--- config.mk ---
export PLATFORM = sky130hd
export DESIGN_NAME = core_step_ctrl
export DESIGN_NICKNAME = d
export VERILOG_FILES = /design/src/rtl/core_step_pkg.sv /design/src/rtl/core_step_walk.sv /design/src/rtl/core_step_pc.sv /design/src/rtl/core_step_stall.sv /design/src/rtl/core_step_ctrl.sv
export SDC_FILE = /design/constraint.sdc
export NUM_CORES = 1
export LEC_CHECK = 0
export BUFFER_PORTS_ARGS = -buffer_cell sky130_fd_sc_hd__buf_2
export CORE_ASPECT_RATIO = 1.75
export CORE_MARGIN = 2
export CORE_UTILIZATION = 52
export CTS_CLUSTER_DIAMETER = 30
export DETAILED_ROUTE_END_ITERATION = 16
export PLACE_DENSITY = 0.78
export SETUP_SLACK_MARGIN = 0.05
export SYNTH_ARGS = -nofsm -noshare
export SYNTH_HDL_FRONTEND = slang
export SYNTH_SLANG_ARGS = --single-unit
export TNS_END_PERCENT = 5
--- constraint.sdc ---
create_clock -name clk -period 4.5 [get_ports clk]
set_input_delay 0.45 -clock clk [delete_from_list [all_inputs] [get_ports clk]]
set_output_delay 0.45 -clock clk [all_outputs]
set_load 0.03 [all_outputs]
--- src/rtl/core_step_pkg.sv ---
package core_step_pkg;

  typedef enum logic [2:0] {
    CS_IDLE    = 3'd0,
    CS_RUN     = 3'd1,
    CS_IMISS   = 3'd2,
    CS_IHELD   = 3'd3,
    CS_DMISS   = 3'd4,
    CS_DSWITCH = 3'd5,
    CS_GONE    = 3'd6
  } core_state_e;

  // States in which an instruction-cache completion is expected or harmless
  function automatic logic iresp_allowed(core_state_e s);
    return (s == CS_IMISS) || (s == CS_GONE);
  endfunction

  // States in which a data-cache completion is expected or harmless
  function automatic logic dresp_allowed(core_state_e s);
    return (s == CS_DMISS) || (s == CS_DSWITCH) || (s == CS_GONE);
  endfunction

endpackage

--- src/rtl/core_step_walk.sv ---
module core_step_walk
  import core_step_pkg::*;
#(
  parameter int WIDTH = 2,
  parameter int EW    = $clog2(WIDTH + 1)
) (
  input  core_state_e      cur_i,
  input  logic             go_i,
  input  logic [WIDTH-1:0] imiss_i,
  input  logic [WIDTH-1:0] dmiss_i,
  input  logic [WIDTH-1:0] dread_i,
  input  logic [WIDTH-1:0] fault_i,
  output core_state_e      nxt_o,
  output logic [EW-1:0]    exec_o,
  output logic             trap_o,
  output logic             dstall_o,
  output logic             dread_o
);

  logic stop;

  // Lane-ordered walk; the first lane that leaves running or faults ends it
  always_comb begin
    nxt_o    = go_i ? CS_RUN : cur_i;
    exec_o   = '0;
    trap_o   = 1'b0;
    dstall_o = 1'b0;
    dread_o  = 1'b0;
    stop     = !go_i;
    for (int k = 0; k < WIDTH; k++) begin
      if (!stop) begin
        if (!((k == 0) && (cur_i == CS_IHELD)) && imiss_i[k]) begin
          nxt_o = CS_IMISS;
          stop  = 1'b1;
        end else if (fault_i[k]) begin
          trap_o = 1'b1;
          stop   = 1'b1;
        end else begin
          exec_o = exec_o + EW'(1);
          if (dmiss_i[k]) begin
            nxt_o    = CS_DMISS;
            dstall_o = 1'b1;
            dread_o  = dread_i[k];
            stop     = 1'b1;
          end
        end
      end
    end
  end

endmodule

--- src/rtl/core_step_pc.sv ---
module core_step_pc #(
  parameter int               WIDTH    = 2,
  parameter int               PC_W     = 32,
  parameter int               EW       = $clog2(WIDTH + 1),
  parameter logic [PC_W-1:0]  RESET_PC = '0
) (
  input  logic                  clk,
  input  logic                  rst,
  input  logic [EW-1:0]         adv_i,
  output logic [PC_W-1:0]       pc_o,
  output logic [WIDTH*PC_W-1:0] fetch_addr_o
);

  function automatic logic [PC_W-1:0] pc_after(logic [PC_W-1:0] pc, logic [EW-1:0] n);
    return pc + (PC_W'(n) << 2);
  endfunction

  function automatic logic [PC_W-1:0] word_align(logic [PC_W-1:0] a);
    return {a[PC_W-1:2], 2'b00};
  endfunction

  logic [PC_W-1:0] pc_q;

  always_ff @(posedge clk) begin
    if (rst) pc_q <= RESET_PC;
    else     pc_q <= pc_after(pc_q, adv_i);
  end

  assign pc_o = pc_q;

  for (genvar g = 0; g < WIDTH; g++) begin : g_lane
    assign fetch_addr_o[g*PC_W +: PC_W] = word_align(pc_q + PC_W'(4 * g));
  end

  // Whole-word steps never disturb the byte offset of the counter
  assert_pc_offset_R3: assert property (@(posedge clk) disable iff (rst)
    !rst |=> pc_q[1:0] == $past(pc_q[1:0]));

  assert_pc_hold_R7: assert property (@(posedge clk) disable iff (rst)
    (!rst && adv_i == '0) |=> $stable(pc_q));

endmodule

--- src/rtl/core_step_stall.sv ---
module core_step_stall #(
  parameter int CNT_W = 32
) (
  input  logic             clk,
  input  logic             rst,
  input  logic             en_i,
  output logic [CNT_W-1:0] cnt_o
);

  localparam logic [CNT_W-1:0] TOP = '1;

  function automatic logic [CNT_W-1:0] sat_bump(logic [CNT_W-1:0] v);
    return (v == TOP) ? v : v + CNT_W'(1);
  endfunction

  logic [CNT_W-1:0] cnt_q;

  always_ff @(posedge clk) begin
    if (rst)       cnt_q <= '0;
    else if (en_i) cnt_q <= sat_bump(cnt_q);
  end

  assign cnt_o = cnt_q;

  assert_stall_no_wrap_R10: assert property (@(posedge clk) disable iff (rst)
    !rst |=> cnt_q >= $past(cnt_q));

  assert_stall_idle_R10: assert property (@(posedge clk) disable iff (rst)
    (!rst && !en_i) |=> $stable(cnt_q));

endmodule

--- src/rtl/core_step_ctrl.sv ---
module core_step_ctrl
  import core_step_pkg::*;
#(
  parameter int              WIDTH    = 2,
  parameter int              PC_W     = 32,
  parameter int              CNT_W    = 32,
  parameter logic [PC_W-1:0] RESET_PC = '0,
  localparam int             EW       = $clog2(WIDTH + 1)
) (
  input  logic                  clk,
  input  logic                  rst,
  input  logic                  activate_i,
  input  logic                  suspend_i,
  input  logic                  switch_req_i,
  input  logic [WIDTH-1:0]      imiss_i,
  input  logic [WIDTH-1:0]      dmiss_i,
  input  logic [WIDTH-1:0]      dread_i,
  input  logic [WIDTH-1:0]      fault_i,
  input  logic                  icache_done_i,
  input  logic                  dcache_done_i,
  output logic [2:0]            state_o,
  output logic [PC_W-1:0]       pc_o,
  output logic [WIDTH*PC_W-1:0] fetch_addr_o,
  output logic [EW-1:0]         exec_cnt_o,
  output logic                  trap_o,
  output logic                  read_done_o,
  output logic                  switched_o,
  output logic                  err_o,
  output logic [CNT_W-1:0]      istall_o,
  output logic [CNT_W-1:0]      dstall_o
);

  core_state_e state_q, state_n;
  logic        pend_read_q, pend_read_n;
  logic        err_q, err_n;
  logic [EW-1:0] exec_n, exec_q;
  logic        trap_n, trap_q, rd_n, rd_q, ack_n, ack_q;

  // Named internal events
  logic        step_go;
  logic        bad_iresp, bad_dresp;
  core_state_e walk_nxt;
  logic [EW-1:0] walk_exec;
  logic        walk_trap, walk_dmiss, walk_dread;

  assign step_go   = !switch_req_i &&
                     ((state_q == CS_RUN && !suspend_i) || state_q == CS_IHELD);
  assign bad_iresp = icache_done_i && !iresp_allowed(state_q);
  assign bad_dresp = dcache_done_i && !dresp_allowed(state_q);

  core_step_walk #(.WIDTH(WIDTH), .EW(EW)) u_walk (
    .cur_i   (state_q),
    .go_i    (step_go),
    .imiss_i (imiss_i),
    .dmiss_i (dmiss_i),
    .dread_i (dread_i),
    .fault_i (fault_i),
    .nxt_o   (walk_nxt),
    .exec_o  (walk_exec),
    .trap_o  (walk_trap),
    .dstall_o(walk_dmiss),
    .dread_o (walk_dread)
  );

  always_comb begin
    state_n     = state_q;
    pend_read_n = pend_read_q;
    err_n       = err_q || bad_iresp || bad_dresp;
    exec_n      = '0;
    trap_n      = 1'b0;
    rd_n        = 1'b0;
    ack_n       = 1'b0;
    unique case (state_q)
      CS_GONE: ;
      CS_DSWITCH: begin
        if (dcache_done_i) begin
          rd_n    = pend_read_q;
          state_n = CS_GONE;
          ack_n   = 1'b1;
        end
      end
      CS_DMISS: begin
        if (dcache_done_i) begin
          rd_n = pend_read_q;
          if (switch_req_i) begin
            state_n = CS_GONE;
            ack_n   = 1'b1;
          end else begin
            state_n = CS_RUN;
          end
        end else if (switch_req_i) begin
          state_n = CS_DSWITCH;
        end
      end
      CS_IMISS: begin
        if (switch_req_i) begin
          state_n = CS_GONE;
          ack_n   = 1'b1;
        end else if (icache_done_i) begin
          state_n = CS_IHELD;
        end
      end
      CS_IDLE: begin
        if (switch_req_i) begin
          state_n = CS_GONE;
          ack_n   = 1'b1;
        end else if (activate_i) begin
          state_n = CS_RUN;
        end
      end
      CS_RUN, CS_IHELD: begin
        if (switch_req_i) begin
          state_n = CS_GONE;
          ack_n   = 1'b1;
        end else if (state_q == CS_RUN && suspend_i) begin
          state_n = CS_IDLE;
        end else begin
          state_n = walk_nxt;
          exec_n  = walk_exec;
          trap_n  = walk_trap;
          if (walk_dmiss) pend_read_n = walk_dread;
        end
      end
      default: state_n = CS_IDLE;
    endcase
  end

  always_ff @(posedge clk) begin
    if (rst) begin
      state_q     <= CS_IDLE;
      pend_read_q <= 1'b0;
      err_q       <= 1'b0;
      exec_q      <= '0;
      trap_q      <= 1'b0;
      rd_q        <= 1'b0;
      ack_q       <= 1'b0;
    end else begin
      state_q     <= state_n;
      pend_read_q <= pend_read_n;
      err_q       <= err_n;
      exec_q      <= exec_n;
      trap_q      <= trap_n;
      rd_q        <= rd_n;
      ack_q       <= ack_n;
    end
  end

  core_step_pc #(.WIDTH(WIDTH), .PC_W(PC_W), .EW(EW), .RESET_PC(RESET_PC)) u_pc (
    .clk         (clk),
    .rst         (rst),
    .adv_i       (exec_n),
    .pc_o        (pc_o),
    .fetch_addr_o(fetch_addr_o)
  );

  logic [1:0]       stall_en;
  logic [CNT_W-1:0] stall_cnt [2];

  assign stall_en[0] = (state_q == CS_IMISS);
  assign stall_en[1] = (state_q == CS_DMISS);

  for (genvar g = 0; g < 2; g++) begin : g_stall
    core_step_stall #(.CNT_W(CNT_W)) u_ctr (
      .clk  (clk),
      .rst  (rst),
      .en_i (stall_en[g]),
      .cnt_o(stall_cnt[g])
    );
  end

  assign state_o     = state_q;
  assign exec_cnt_o  = exec_q;
  assign trap_o      = trap_q;
  assign read_done_o = rd_q;
  assign switched_o  = ack_q;
  assign err_o       = err_q;
  assign istall_o    = stall_cnt[0];
  assign dstall_o    = stall_cnt[1];

  assert_activate_R2: assert property (@(posedge clk) disable iff (rst)
    (state_q == CS_IDLE && activate_i && !switch_req_i) |=> state_q == CS_RUN);

  assert_exec_bound_R3: assert property (@(posedge clk) disable iff (rst)
    exec_cnt_o <= EW'(WIDTH));

  assert_held_once_R5: assert property (@(posedge clk) disable iff (rst)
    state_q == CS_IHELD |=> state_q != CS_IHELD);

  assert_read_done_src_R6: assert property (@(posedge clk) disable iff (rst)
    read_done_o |-> ($past(state_q) == CS_DMISS || $past(state_q) == CS_DSWITCH));

  assert_park_no_ack_R8: assert property (@(posedge clk) disable iff (rst)
    (state_q == CS_DMISS && switch_req_i && !dcache_done_i) |=>
      (state_q == CS_DSWITCH && !switched_o));

  assert_gone_final_R9: assert property (@(posedge clk) disable iff (rst)
    state_q == CS_GONE |=> state_q == CS_GONE);

  assert_ack_state_R9: assert property (@(posedge clk) disable iff (rst)
    switched_o |-> state_q == CS_GONE);

  assert_err_sticky_R11: assert property (@(posedge clk) disable iff (rst)
    err_o |=> err_o);

endmodule

==> key figures, run 1 <==
Detailed routing
  • Wl on met1: 5850 um
  • Vias per cell: 5.799
  • Max layer used: met4
  • 1st-iter DRT viols: between 150 and 200
  • # DRC: 0
  • Total wire length: 14630 um
  • DR WL met2: between 7000 and 8000 um
  • Vias: 5805
  • Drt first pass iters: 4
  • Routed met3 length: between 700 and 800 um
  • WL per Instance: 14.62 um
  • Antenna viol nets, final: 0

Global routing
  • Total Routing Usage GR: between 20% and 30%
  • Vias in the first global route: 5219
  • GR Overflow Total: 0
  • First-pass GRT wire length: 24230 um
  • Initial antenna violation count: 0
  • Largest net degree at the start of global routing: 107

Floorplan
  • Ports: approximately 180
  • Starting Density: 52.97%
  • Core ar.: 0.01145 mm2
  • Die X: approximately 86 um
  • DIE AREA: 0.01258 mm2
  • Die H: 146.9 um
  • Rows: 52

Setup path
  • Setup CP Type: register to register
  • Flop2flop setup slack: 1.01 ns
  • Crit path max-delay family: simple AND/OR/NAND/NOR gates
  • Crit path largest cell delay: 0.59 ns
  • First element of the critical path: state_o[2]
  • Worst path bufs/invs: 1
  • CP Depth: 12
  • CP Launch Type: register
  • Worst EP arrival: between 3 and 4 ns
  • Critical Path RT: 4.69 ns
  • CP Cell Sequence: nor2_1 -> o2111a_1 -> ha_1 -> o31a_1 -> ha_1 -> inv_1 -> fa_1 -> nand3b_1 -> nor4_1 -> nor4b_1 -> xnor2_1 -> nor2_1
  • FF-to-FF Start: state_o[2]
  • CP endpoint: u_pc.pc_o[28]
  • FF-to-FF End: u_pc.pc_o[28]
  • Critical-path top delay cell: dfxtp_1
  • Cells on worst reg2reg path: 12
  • CP max FO: 14
  • CP endpoint kind: register

Power and ir drop
  • Leak Pwr: around 0.003 uW
  • Pwr Density: 258.9 mW/mm2
  • Pwr Total: about 1800 uW
  • VDD IR-drop max: 0.1782 mV

STA
  • Max-slew violations: 0
  • Hold Violations, Final: 0
  • RSZ-0062 raised after global routing: false
  • Final min period: 3.491 ns
  • Final Setup Violations: 0
  • Final Skew: 0.007501 ns
  • Slew @ Worst Pin: 1.060 ns
  • Setup ws final: 1.009 ns
  • Fin Hold WS: 0.4095 ns
  • TNS Setup: 0 ns
  • Crit share post-route: 77.57%
  • Fmax: 286.5 MHz
  • Max_slew headroom: 29.36%

Cells and area
  • Fill count: 1094
  • Nets: 885
  • Area of the multi-input gates: 0.003493 mm2
  • Fraction of layout cells with a size suffix above 1: 24.94%
  • FF/Latch Area: 0.002082 mm2
  • Area growth syn-to-layout: 14.89%
  • Inserted Diodes: 0
  • Post-route cell area: 0.006969 mm2

Synthesis
  • Simple-gate share of the synthesized area: 31.62%
  • Post-Synth XOR/XNOR Area: 8.663%
  • Post-synth ARST share: 0%
  • FF+latch count, synth: 104
  • Synth top area share: 34.32%
  • Number of enable flip-flop cells after synthesis: 0
  • Synth Warn #: 0
  • Compound-Gate Fraction of Synth Area: 13.20%
  • Synthesized area per cell: just over 8 um2
  • Post-synthesis instance total: 743
  • Main combinational cell family by area after synthesis: simple AND/OR/NAND/NOR gates
  • Top cell type by total area after synthesis: dfxtp_1
  • Synth area leaders: dfxtp_1 (34%), buf_4 (4.7%), xnor2_1 (4.6%)
  • Synth Area in Adders: 1.568%
  • Synthesized area: 0.006066 mm2
  • Most used DFF post-synth: dfxtp_1
  • Post-synthesis mux area share: 2.166%
  • Synth unique cells: 64
  • Seq/Total Area, Yosys: 34.32%

Placed design
  • RD Place Congestion: roughly 0.89
  • Post-DP HPWL: between 10000 and 15000 um
  • Post-Place Cell Area: around 0.0067 mm2
  • Placement Setup Slack: 1.034 ns
  • PortBufs: 177

Clock network
  • Post-CTS Resized: 0
  • CTS tree: yes
  • CTS Sinks: 104
  • Root Driver: clkbuf_16
  • Maximum clock path buffer count: 2
  • Reg clk slew, reported paths: 0.07 ns
  • Setup bufs post-CTS: 0
  • CTS HTree Levels: 3
  • Num CTS Buffers: 9
  • Clk Latency, worst-skew pair: 0.35 ns
  • Hold-fix buffers at CTS: 0

Min path
  • Hold crit path type: input pin to register

Run status
  • Status: finished, final reports clean

Job
  • Max cap viols: 0
[cells by family after synthesis]
family                     after synthesis
and+or+nand+nor                        338
AOI/OAI and AO/OA                      130
DFF                                    104
buffers and inverters                   91
xor gates and xnor gates                60
muxes                                   12
adders and majority gates                7
other                                    1
[placed cells by master (no fill, tap or decap), types with 5 or more instances in the layout]
| master | count |
|---|---|
| inv_1 | 16 |
| mux2_2 | 8 |
| nand2b_1 | 7 |
| or3_1 | 27 |
| nor2b_1 | 19 |
| xnor2_1 | 32 |
| buf_2 | 176 |
| nor4_1 | 12 |
| nand3_1 | 40 |
| and4_1 | 15 |
| clkbuf_16 | 9 |
| nor2_1 | 64 |
| conb_1 | 6 |
| ha_1 | 6 |
| and3_1 | 14 |
| and2_1 | 7 |
| nand2_1 | 48 |
| o31ai_1 | 16 |
| o21ai_0 | 32 |
| nand4_1 | 34 |
| o31a_1 | 5 |
| or4_1 | 20 |
| a21oi_1 | 49 |
| xor2_1 | 28 |
| nor3_1 | 11 |
| dfxtp_1 | 104 |
[area by class of cell]
class / count / share of cell area, %
well taps: 135 / 2.424
flip-flops and latches: 104 / 29.87
clock inverters: 4 / 0.3232
clock buffers: 10 / 3.429
inverters: 16 / 0.8618
multi-input cells: 553 / 50.13
repair buffers: 179 / 12.96
[cell usage after synthesis, types with 3 or more instances]
cell type	instances
a211oi_1	3
a21oi_1	49
and2_1	7
and3_1	14
and4_1	15
buf_1	4
buf_2	8
buf_4	38
clkbuf_1	23
dfxtp_1	104
ha_1	6
inv_1	16
mux2_2	8
mux2i_1	3
nand2_1	48
nand2b_1	7
nand3_1	40
nand4_1	34
nor2_1	64
nor2b_1	19
nor3_1	11
nor3b_1	3
nor4_1	12
o211ai_1	4
o21ai_0	32
o21ai_1	3
o31a_1	5
o31ai_1	16
or2_2	3
or3_1	27
or4_1	20
xnor2_1	32
xor2_1	28
[how the worst min path moves through the flow]
stage / to / startpoint / cells after the start
2_1_floorplan: read_done_o / pend_read_q / 2
3_3_place_gp: err_o / err_o / 2
3_5_place_dp: err_o / err_o / 2
4_1_cts: trap_o / fault_i[0] / 3
5_1_grt: trap_o / fault_i[0] / 3
6_report: trap_o / fault_i[0] / 3
[flip-flops by register name, summed over array words and instances (netlist names)]
name and cells:
g_stall.u_ctr.cnt_o 64, u_pc.pc_o 30, state_o 3, exec_cnt_o 2, err_o 1, pend_read_q 1
read_done_o 1, switched_o 1, trap_o 1
[power breakdown]
| group | internal [uW] | switching (uW) |
|---|---|---|
| Clock | 381 | 332 |
| Sequential | 931 | 22.9 |
| Combinational | 45.6 | 91.5 |
[layer usage]
metal  GRT usage, %  vias to the layer above
li1               -                     2885
met1          26.56                     2724
met2          41.33                      165
met3          2.809                       31
met4          11.83                        0
met5              0                        -
[worst reg2reg max path: cells and delay by family, from the launching register on]
| kind | cells | cell delay [ns] |
|---|---|---|
| AO/OA/AOI/OAI | 2 | 0.38 |
| XOR/XNOR | 1 | 0.16 |
| adder cells (fa/ha/maj) | 3 | 0.90 |
| buffers and inverters | 1 | 0.05 |
| flip-flops | 1 | 0.59 |
| AND/OR/NAND/NOR | 5 | 1.25 |
[stage by stage]
stage               instances  util [%]
floorplan                 748         -
global placement          987     58.58
detailed placement        987     58.58
CTS                      1001     60.86
global route             1001     60.86
finish                   1001     60.86
Power figures use the tool's default switching activity.
==> run 2, diff against run 1 <==
==> constraint.sdc (replaced) <==
create_clock -name clk -period 3.65 [get_ports clk]
set_input_delay 0.365 -clock clk [delete_from_list [all_inputs] [get_ports clk]]
set_output_delay 0.365 -clock clk [all_outputs]
set_load 0.03 [all_outputs]
==> key figures, run 2 (synthesis gave the netlist of run 1 again) <==
Run status
  • Status: finished, final reports clean

Floorplan
  • DIE AREA: 0.01258 mm2 (unchanged)
  • Rows: 52 (unchanged)
  • Starting Density: 52.97% (unchanged)
  • Die H: 146.9 um (unchanged)
  • Ports: 184 (unchanged)
  • Die X: 85.65 um (unchanged)
  • Core ar.: 0.01145 mm2 (unchanged)

Min path
  • Hold crit path type: input pin to register
  • Hold depth: 3 (unchanged)
  • Hold_sp: fault_i[0]
  • Hold EP: trap_o

Detailed routing
  • 1st-iter DRT viols: 243 (+29%)
  • Vias per cell: 5.772 (-0.46%)
  • WL per Instance: 14.60 um (-0.11%)
  • Antenna viol nets, final: 0 (unchanged)
  • # DRC: 0 (unchanged)
  • Drt first pass iters: 5 (+1)
  • Vias: 5830 (+0.43%)
  • Total wire length: 14750 um (+0.79%)

Power and ir drop
  • Leak Pwr: 0.003078 uW (+2.5%)
  • VDD IR-drop max: 0.2740 mV (+54%)
  • Pwr Density: 347.7 mW/mm2 (+34%)

Clock network
  • Post-CTS Resized: 0 (unchanged)
  • Reg clk slew, reported paths: 0.07 ns (about the same)
  • Root Driver: clkbuf_16
  • Setup bufs post-CTS: 0 (unchanged)
  • Maximum clock path buffer count: 2 (unchanged)
  • CTS HTree Levels: 3 (unchanged)
  • Clk Latency, worst-skew pair: 0.34 ns (about the same)
  • Num CTS Buffers: 9 (unchanged)
  • CTS Sinks: 104 (unchanged)
  • Hold-fix buffers at CTS: 0 (unchanged)
  • CTS tree: yes

Setup path
  • CP Launch Type: register
  • Flop2flop setup slack: 0.59 ns (-0.42 ns)
  • FF-to-FF Start: state_o[2]
  • Setup CP Type: register to register
  • Critical-path top delay cell: fa_1
  • CP endpoint kind: register
  • Cells on worst reg2reg path: 13 (+1)
  • FF-to-FF End: u_pc.pc_o[28]
  • Crit path largest cell delay: 0.42 ns (-0.17 ns)
  • CP max FO: 6 (-8)
  • CP Cell Sequence: nor2_1 -> o2111a_1 -> ha_1 -> o31a_1 -> ha_1 -> inv_1 -> fa_1 -> nand3b_1 -> nor4_1 -> buf_4 -> nor4b_1 -> xnor2_1 -> nor2_1
  • Critical Path RT: 3.89 ns (-0.80 ns)
  • Worst EP arrival: 3.29 ns (-0.39 ns)

STA
  • RSZ-0062 raised after global routing: false
  • Slew @ Worst Pin: 0.9469 ns (-0.1127 ns)
  • Final Skew: 0.007304 ns (-0.0001967 ns)
  • Max_slew headroom: 36.40% (+7.0 points)
  • Crit share post-route: 83.78% (+6.2 points)
  • TNS Setup: 0 ns (unchanged)
  • Final min period: 3.058 ns (-0.4328 ns)
  • Hold Violations, Final: 0 (unchanged)
  • Fmax: 327.0 MHz (+14%)
  • Max-slew violations: 0 (unchanged)
  • Final Setup Violations: 0 (unchanged)

Cells and area
  • Layout Cells excl Fill: 1010 (+0.90%)
  • Nets: 892 (+0.79%)
  • Most common cell after layout, fill and taps aside: buf_2
  • Commonest non-fill, non-tap cells in the layout: buf_2 (176), dfxtp_1 (104), nor2_1 (64)
  • Inserted Diodes: 0 (unchanged)
  • Area growth syn-to-layout: 17.16%
  • Max reg flops: 64 (unchanged)
  • Fraction of layout cells with a size suffix above 1: 25.60% (+0.66 points)

Global routing
  • GR Overflow Total: 0 (unchanged)
  • Largest net degree at the start of global routing: 97 (-9.3%)
  • Initial antenna violation count: 0 (unchanged)
  • First-pass GRT wire length: 24320 um (+0.34%)
  • Vias in the first global route: 5073 (-2.8%)
  • Total Routing Usage GR: 23.24% (+0.083 points)

Placed design
  • PortBufs: 177 (unchanged)
  • # placed instances: 994 (+0.71%)
  • Post-DP HPWL: 10890 um (+0.60%)
  • RD Place Congestion: 0.9050 (+2.2%)

Job
  • Max cap viols: 0 (unchanged)
-- run 2: cell count changes in the layout (fill, tap and decap cells not counted) --
cell	change
buf_4	+7
bufinv_16	+3
clkinv_2	-2
clkbuf_1	+1
clkinv_4	+1
clkinvlp_4	-1
-- run 2: through the flow --
stage          hold slack [ns]  power [uW]  setup slack [ns]  utilization (%)  instance area (um2)
2_1_floorplan           0.4228        1334            0.2846                -                 6085
3_3_place_gp            0.4843        1379            0.4594            59.04                 6760
3_5_place_dp            0.4898        1381            0.3972            59.04                 6760
4_1_cts                 0.3213        2504            0.5923            62.06                 7107
5_1_grt                 0.3628        2562            0.3076            62.06                 7107
6_report                0.3283        2471            0.5919            62.06                 7107
-- run 2: final cells by class --
type | instances | area [um2]
Clock inverter | 5 | 103.9
Multi-Input combinational cell | 553 | 3493
Clock buffer | 11 | 242.7
Tap cell | 135 | 168.9
Timing Repair Buffer | 186 | 955.9
Fill cell | 1086 | 4344
Sequential cell | 104 | 2082
Inverter | 16 | 60.06
-- run 2: metal layers --
layer	up-vias	wire, um	GRT usage, %
li1	2911	-	-
met1	2724	6035	27.98
met2	171	7659	40.90
met3	24	748	3.876
met4	0	305	8.571
met5	-	0	0
-- run 2: critical path, delay by kind of cell (launching register included) --
family	cells	cell delay, ns
compound gates	2	0.48
xor+xnor	1	0.16
simple gates	5	1.02
buf+inv	2	0.22
fa+ha+maj	3	0.75
flops	1	0.31
-- run 2: worst max path at each step --
stage / start / endpoint
4_1_cts: state_o[2] / u_pc.pc_o[28]
3_3_place_gp: switch_req_i / u_pc.pc_o[28]
5_1_grt: state_o[2] / u_pc.pc_o[18]
2_1_floorplan: state_o[2] / u_pc.pc_o[28]
6_report: state_o[2] / u_pc.pc_o[28]
3_5_place_dp: switch_req_i / u_pc.pc_o[28]
-- run 2: report_power, final --
part           switching [uW]  total [uW]  internal, uW
Clock                     427        1120           690
Sequential               9.31        1160          1150
Combinational             133         198          64.2
Total                     570        2470          1900
